==> src/rtl/sbm_pkg.sv <==
package sbm_pkg;
    typedef enum logic [1:0] {
        MODE_SRX = 2'b00,
        MODE_STX = 2'b01,
        MODE_MRX = 2'b10,
        MODE_MTX = 2'b11
    } sbm_mode_e;

    typedef struct packed {
        logic mst;
        logic trs;
        logic pend;
        logic pend_val;
        logic dly_sel;
    } sbm_mode_st_t;
endpackage

==> src/rtl/sbm_addr_match.sv <==
module sbm_addr_match #(
    parameter int ADDR_W = 7
) (
    input  logic              fmt_i2c_i,
    input  logic [1:0]        mode_i,
    input  logic              vld_i,
    input  logic [ADDR_W:0]   byte_i,
    input  logic [ADDR_W-1:0] own_addr_i,
    output logic              hit_o
);
    import sbm_pkg::*;

    logic addr_eq;
    logic rd_dir;

    always_comb begin
        addr_eq = (byte_i[ADDR_W:1] == own_addr_i);
        rd_dir  = byte_i[0];
        hit_o   = vld_i && fmt_i2c_i && (mode_i == MODE_SRX) && addr_eq && rd_dir;
    end
endmodule

==> src/rtl/sbm_mode_reg.sv <==
module sbm_mode_reg (
    input  logic       clk,
    input  logic       rst_n,
    input  logic       fmt_i2c_i,
    input  logic       wr_en_i,
    input  logic       wr_mst_i,
    input  logic       wr_trs_i,
    input  logic       wr_dly_sel_i,
    input  logic       frame_idle_i,
    input  logic       arb_lost_i,
    input  logic       overrun_i,
    input  logic       addr_hit_i,
    output logic [1:0] mode_o,
    output logic       dly_sel_o
);
    import sbm_pkg::*;

    sbm_mode_st_t st_d, st_q;
    logic arb_evt, ovr_evt, hw_evt;

    always_comb begin
        arb_evt = arb_lost_i && fmt_i2c_i && st_q.mst;
        ovr_evt = overrun_i && !fmt_i2c_i && st_q.mst;
        hw_evt  = arb_evt || ovr_evt || addr_hit_i;
        st_d    = st_q;
        if (arb_evt || ovr_evt) begin
            st_d.mst  = 1'b0;
            st_d.trs  = 1'b0;
            st_d.pend = 1'b0;
        end else if (addr_hit_i) begin
            st_d.trs  = 1'b1;
            st_d.pend = 1'b0;
        end else if (wr_en_i) begin
            st_d.mst     = wr_mst_i;
            st_d.dly_sel = wr_dly_sel_i;
            if (wr_trs_i == st_q.trs) begin
                st_d.pend = 1'b0;
            end else if (frame_idle_i) begin
                st_d.trs  = wr_trs_i;
                st_d.pend = 1'b0;
            end else begin
                st_d.pend     = 1'b1;
                st_d.pend_val = wr_trs_i;
            end
        end else if (st_q.pend && frame_idle_i) begin
            st_d.trs  = st_q.pend_val;
            st_d.pend = 1'b0;
        end
    end

    always_ff @(posedge clk or negedge rst_n) begin
        if (!rst_n) begin
            st_q <= '0;
        end else begin
            st_q <= st_d;
        end
    end

    assign mode_o    = {st_q.mst, st_q.trs};
    assign dly_sel_o = st_q.dly_sel;

    a_r3_arb_to_srx: assert property (@(posedge clk) disable iff (!rst_n)
        (arb_lost_i && fmt_i2c_i && mode_o[1]) |=> (mode_o == MODE_SRX));

    a_r5_ovr_to_srx: assert property (@(posedge clk) disable iff (!rst_n)
        (overrun_i && !fmt_i2c_i && mode_o[1]) |=> (mode_o == MODE_SRX));

    a_r4_hit_sets_trs: assert property (@(posedge clk) disable iff (!rst_n)
        addr_hit_i |=> (mode_o == MODE_STX));

    a_r8_trs_held_in_frame: assert property (@(posedge clk) disable iff (!rst_n)
        (!frame_idle_i && !hw_evt) |=> $stable(mode_o[0]));
endmodule

==> src/rtl/sbm_setup_timer.sv <==
module sbm_setup_timer #(
    parameter int SHORT_CYC = 10,
    parameter int LONG_CYC  = 20
) (
    input  logic       clk,
    input  logic       rst_n,
    input  logic [1:0] mode_i,
    input  logic       dly_sel_i,
    input  logic       byte_req_i,
    output logic       busy_o,
    output logic       ready_o
);
    import sbm_pkg::*;

    localparam int MAX_CYC = (LONG_CYC > SHORT_CYC) ? LONG_CYC : SHORT_CYC;
    localparam int CNT_W   = $clog2(MAX_CYC + 1);

    typedef struct packed {
        logic [CNT_W-1:0] cnt;
        logic             stx_prev;
    } tmr_st_t;

    tmr_st_t st_d, st_q;
    logic stx, start;

    always_comb begin
        stx   = (mode_i == MODE_STX);
        start = stx && (!st_q.stx_prev || byte_req_i);
        st_d  = st_q;
        st_d.stx_prev = stx;
        if (!stx) begin
            st_d.cnt = '0;
        end else if (start) begin
            st_d.cnt = dly_sel_i ? CNT_W'(LONG_CYC) : CNT_W'(SHORT_CYC);
        end else if (st_q.cnt != '0) begin
            st_d.cnt = st_q.cnt - 1'b1;
        end
    end

    always_ff @(posedge clk or negedge rst_n) begin
        if (!rst_n) begin
            st_q <= '0;
        end else begin
            st_q <= st_d;
        end
    end

    assign busy_o  = (st_q.cnt != '0);
    assign ready_o = (st_q.cnt == CNT_W'(1));

    a_r9_ready_in_busy: assert property (@(posedge clk) disable iff (!rst_n)
        ready_o |-> busy_o);

    a_r9_ready_ends_busy: assert property (@(posedge clk) disable iff (!rst_n)
        (ready_o && !byte_req_i) |=> !busy_o);

    a_r10_leave_stops: assert property (@(posedge clk) disable iff (!rst_n)
        (mode_i != MODE_STX) |=> !busy_o);
endmodule

==> src/rtl/sbm_mode_ctrl.sv <==
module sbm_mode_ctrl #(
    parameter int ADDR_W    = 7,
    parameter int SHORT_CYC = 10,
    parameter int LONG_CYC  = 20
) (
    input  logic              clk,
    input  logic              rst_n,
    input  logic              fmt_i2c_i,
    input  logic              wr_en_i,
    input  logic              wr_mst_i,
    input  logic              wr_trs_i,
    input  logic              wr_dly_sel_i,
    input  logic              frame_idle_i,
    input  logic              arb_lost_i,
    input  logic              overrun_i,
    input  logic              rx_byte_vld_i,
    input  logic [ADDR_W:0]   rx_byte_i,
    input  logic [ADDR_W-1:0] own_addr_i,
    input  logic              byte_req_i,
    output logic [1:0]        mode_o,
    output logic              clk_oe_o,
    output logic              setup_busy_o,
    output logic              setup_ready_o
);
    logic addr_hit;
    logic dly_sel;

    sbm_addr_match #(.ADDR_W(ADDR_W)) u_match (
        .fmt_i2c_i  (fmt_i2c_i),
        .mode_i     (mode_o),
        .vld_i      (rx_byte_vld_i),
        .byte_i     (rx_byte_i),
        .own_addr_i (own_addr_i),
        .hit_o      (addr_hit)
    );

    sbm_mode_reg u_mode (
        .clk          (clk),
        .rst_n        (rst_n),
        .fmt_i2c_i    (fmt_i2c_i),
        .wr_en_i      (wr_en_i),
        .wr_mst_i     (wr_mst_i),
        .wr_trs_i     (wr_trs_i),
        .wr_dly_sel_i (wr_dly_sel_i),
        .frame_idle_i (frame_idle_i),
        .arb_lost_i   (arb_lost_i),
        .overrun_i    (overrun_i),
        .addr_hit_i   (addr_hit),
        .mode_o       (mode_o),
        .dly_sel_o    (dly_sel)
    );

    sbm_setup_timer #(.SHORT_CYC(SHORT_CYC), .LONG_CYC(LONG_CYC)) u_tmr (
        .clk        (clk),
        .rst_n      (rst_n),
        .mode_i     (mode_o),
        .dly_sel_i  (dly_sel),
        .byte_req_i (byte_req_i),
        .busy_o     (setup_busy_o),
        .ready_o    (setup_ready_o)
    );

    assign clk_oe_o = !fmt_i2c_i && mode_o[1];

    a_r6_clk_oe_sync_only: assert property (@(posedge clk) disable iff (!rst_n)
        fmt_i2c_i |-> !clk_oe_o);
endmodule

==> config.mk <==
export PLATFORM = sky130hd
export DESIGN_NAME = sbm_mode_ctrl
export DESIGN_NICKNAME = d
export VERILOG_FILES = /design/src/rtl/sbm_pkg.sv /design/src/rtl/sbm_addr_match.sv /design/src/rtl/sbm_mode_reg.sv /design/src/rtl/sbm_setup_timer.sv /design/src/rtl/sbm_mode_ctrl.sv
export SDC_FILE = /design/constraint.sdc
export NUM_CORES = 1
export LEC_CHECK = 0
export BUFFER_PORTS_ARGS = -buffer_cell sky130_fd_sc_hd__buf_2
export CAP_MARGIN = 20
export CORE_ASPECT_RATIO = 0.75
export CORE_MARGIN = 2
export CORE_UTILIZATION = 25
export CTS_BUF_LIST = sky130_fd_sc_hd__clkbuf_8
export DETAILED_ROUTE_END_ITERATION = 8
export GPL_TIMING_DRIVEN = 0
export PLACE_DENSITY_LB_ADDON = 0.05
export SETUP_SLACK_MARGIN = 0.05
export SLEW_MARGIN = 30
export SYNTH_ARGS = -nofsm -noshare
export SYNTH_HDL_FRONTEND = slang
export SYNTH_SLANG_ARGS = --single-unit
==> constraint.sdc <==
create_clock -name clk -period 1.6 [get_ports clk]
set_input_delay 0.16 -clock clk [delete_from_list [all_inputs] [get_ports clk]]
set_output_delay 0.16 -clock clk [all_outputs]
set_load 0.005 [all_outputs]
==> flow_metrics.py <==
metrics = {
    "run_status": {
        "outcome": "complete, no violations",
    },
    "layout": {
        "n_fill_cell": 293,
        "fin_nets": 146,
        "area_delta_synth_final_pct": 36.2,
        "diodes": 0,
        "drive_above_1_share_pct": 36.2,
    },
    "worst_hold_path": {
        "hold_path.class": "in2reg",
        "hp-start": "frame_idle_i",
    },
    "clock_network": {
        "path_clk_slew_ps": 50,
        "worstSkewPairLatency_ps": 230,
        "clock_sinks": 11,
        "cts_buffers": 3,
        "cts_root_buffer": "clkbuf_8",
        "clock_tree.buffer_depth": 2,
        "cts_tree": "done",
        "cts_setup_buffers": 0,
        "htreeDepth": 1,
    },
    "placed_design": {
        "gp_congestion": 0.743,
        "port_buffers": 31,
        "hpwlAfterDp_mm": 1.31,
        "pre_cts_ws_ps": 52.1,
    },
    "timing": {
        "max_freq_ghz": 0.691,
        "hold_viol": 0,
        "period_minus_slack_ps": 1450,
        "rsz0062_at_grt": "false",
        "finalSetupViolations": 0,
        "setup_tns_ps": 0,
        "slew_viol_final": 0,
        "finalWorstSetupSlack_ps": 153,
        "fin_skew_ps": 1.30,
        "worst_pin_slew_ps": 408,
        "holdWs_ps": 129,
        "timing.final.crit_share_pct": 90.4,
        "relSlewSlack_pct": 72.7,
    },
    "die": {
        "row_count": 16,
        "io_pins": 32,
        "die_y_um": 50.6,
        "dieWidth_um": 66.1,
        "die-area_mm2": 0.00334,
        "core-area_mm2": 0.00268,
        "initial_core_util_pct": 27.0,
    },
    "worst_setup_path": {
        "startpoint": "u_tmr.st_q[1]",
        "worstSetupPathType": "reg2out",
        "worstPathMaxFanout": 6,
        "cp-start-kind": "flop",
        "end_kind": "output pin",
        "rr_endpoint": "u_mode.dly_sel_o",
        "worst-r2r-cell-count": 4,
        "worstPathArrival_ps": 1290,
        "r2r_slack_ps": 170,
        "r2r-start": "u_mode.mode_o[0]",
        "worstPathRequired_ps": 1440,
        "crit_end": "setup_busy_o",
    },
    "grt": {
        "grt_pass1_wl_mm": 2.64,
        "first_global_vias": 637,
        "groute.usage.overall_pct": 10.6,
        "grt_overflow_total": 0,
        "antenna_found_initial": 0,
        "grt_max_degree": 12,
    },
    "detailed_routing": {
        "wl_mm": 1.65,
        "vias": 682,
        "route.detailed.drc": 0,
        "detail-route-antenna-nets": 0,
        "vias_per_cell": 4.49,
        "first_pass_iters": 4,
        "drtIter0Drc": 40,
        "routedWlPerCell_um": 10.8,
    },
    "power": {
        "p_per_area_mw_per_mm2": 871,
        "totalPowerFinal_uw": 858,
        "p_leak_nw": 0.488,
        "vdd_ir_drop_max_v": 0.000260,
    },
    "logic_synthesis": {
        "syn-num-nets": 109,
        "syn_area_um2": 723,
        "yosysUniqueCellTypes": 28,
        "yosysWarnings": 0,
        "synthCells": 80,
        "syn_avg_cell_area_um2": 9.04,
        "ys_seq_area_share_pct": 38.1,
        "synth-seq-cells": 11,
    },
    "flow_run": {
        "max_cap_violations": 0,
    },
}
==> per-layer routing <==
metal | share of wire, % | GRT usage [%] | up-vias
li1 | - | - | 345
met1 | 46 | 13.7 | 306
met2 | 47 | 16.5 | 31
met3 | 7.6 | 4.71 | 0
met4 | 0 | 2.04 | 0
met5 | 0 | 0 | -
==> through the flow <==
stage	utilization, %	area (um^2)	cells
after floorplan	-	723	80
after global placement	34.4	923	147
after detailed placement	34.4	923	147
after CTS	36.5	978	152
after global routing	36.7	985	152
final	36.7	985	152
==> worst min path at each step <==
stage | endpoint | slack (ps) | cells past startpoint
6_report | u_mode.st_q[2] | 130 | 2
3_5_place_dp | u_mode.st_q[1] | 50 | 1
3_3_place_gp | u_mode.st_q[1] | 40 | 1
4_1_cts | u_mode.st_q[2] | 130 | 2
5_1_grt | u_mode.st_q[2] | 130 | 2
2_1_floorplan | u_mode.dly_sel_o | -140 | 0
==> synthesized netlist by cell type, drive strengths merged <==
cell / n / area (um^2)
nand3: 3 / 15.0
buf: 2 / 15.0
nand3b: 2 / 15.0
nor4: 1 / 12.5
ha: 2 / 25.0
o21ai: 3 / 15.0
nand2: 8 / 30.0
mux2: 1 / 11.3
a22oi: 1 / 7.51
nor2: 2 / 7.51
a31o: 1 / 8.76
nor3: 6 / 35.0
o211ai: 1 / 7.51
and2: 1 / 6.26
dfrtp: 11 / 275
mux2i: 1 / 10.0
xor2: 8 / 70.1
inv: 7 / 26.3
nand4: 1 / 12.5
a31oi: 2 / 12.5
nand2b: 3 / 18.8
a21oi: 6 / 33.8
nor4b: 1 / 8.76
nor3b: 1 / 7.51
xnor2: 2 / 17.5
nor2b: 3 / 18.8
==> worst max-delay path, cell delays in order, from the launching register on <==
cell	delay [ps]
dfrtp_1	400
inv_1	60
ha_1	240
nand2_1	200
buf_2	160
==> cells in the final DEF (no fill, tap or decap), types with 2 or more instances in the layout <==
| cell | synthesis | routed |
|---|---|---|
| buf_2 | 0 | 31 |
| dfrtp_1 | 11 | 10 |
| inv_1 | 7 | 8 |
| nand2_1 | 8 | 8 |
| xor2_1 | 8 | 8 |
| a21oi_1 | 5 | 5 |
| nor3_1 | 5 | 4 |
| nand2b_1 | 3 | 3 |
| nor2b_1 | 3 | 3 |
| nand3_1 | 3 | 3 |
| o21ai_0 | 3 | 3 |
| clkbuf_8 | 0 | 3 |
| nor3_2 | 1 | 2 |
| a31oi_1 | 2 | 2 |
| nand3b_1 | 2 | 2 |
| nor2_1 | 2 | 2 |
| xnor2_1 | 2 | 2 |
| ha_1 | 2 | 2 |
| buf_4 | 2 | 2 |
==> logic make-up (layout without fill, tap and decap cells) <==
| group | after synthesis | in the layout | synth area share [%] |
|---|---|---|---|
| fa+ha+maj | 2 | 2 | 3.46 |
| compound gates | 14 | 14 | 11.8 |
| xor+xnor | 10 | 10 | 12.1 |
| flops | 11 | 11 | 38.1 |
| simple gates | 32 | 32 | 26.0 |
| mux | 2 | 2 | 2.94 |
| buf+inv | 9 | 45 | 5.71 |
==> sequential cells by signal, summed over array words and instances, names as in the netlist <==
| register | flops |
|---|---|
| u_tmr.st_q | 6 |
| u_mode.dly_sel_o | 1 |
| u_mode.mode_o | 2 |
| u_mode.st_q | 2 |
==> power breakdown <==
part / switching, mW / internal [mW]
sequential: 0.0374 / 0.315
clock: 0.0990 / 0.168
combinational: 0.121 / 0.117
==> cell type report <==
| type | count | area, um^2 | area share [%] |
|---|---|---|---|
| buffer | 2 | 15.0 | 1.52 |
| clock buffer | 3 | 41.3 | 4.19 |
| clock inverter | 1 | 3.75 | 0.381 |
| inverter | 7 | 26.3 | 2.67 |
| multi-input combinational | 60 | 412 | 41.8 |
| sequential | 11 | 277 | 28.1 |
| tap | 36 | 45.0 | 4.57 |
| timing repair buffer | 32 | 165 | 16.8 |
==> timing repair <==
action | in CTS | in global routing
hold buffers | 1 | 0
resized for setup | 0 | 2
endpoints found under the hold margin | 11 | 0
setup endpoints to repair | 0 | 1
Power figures use the tool's default switching activity.
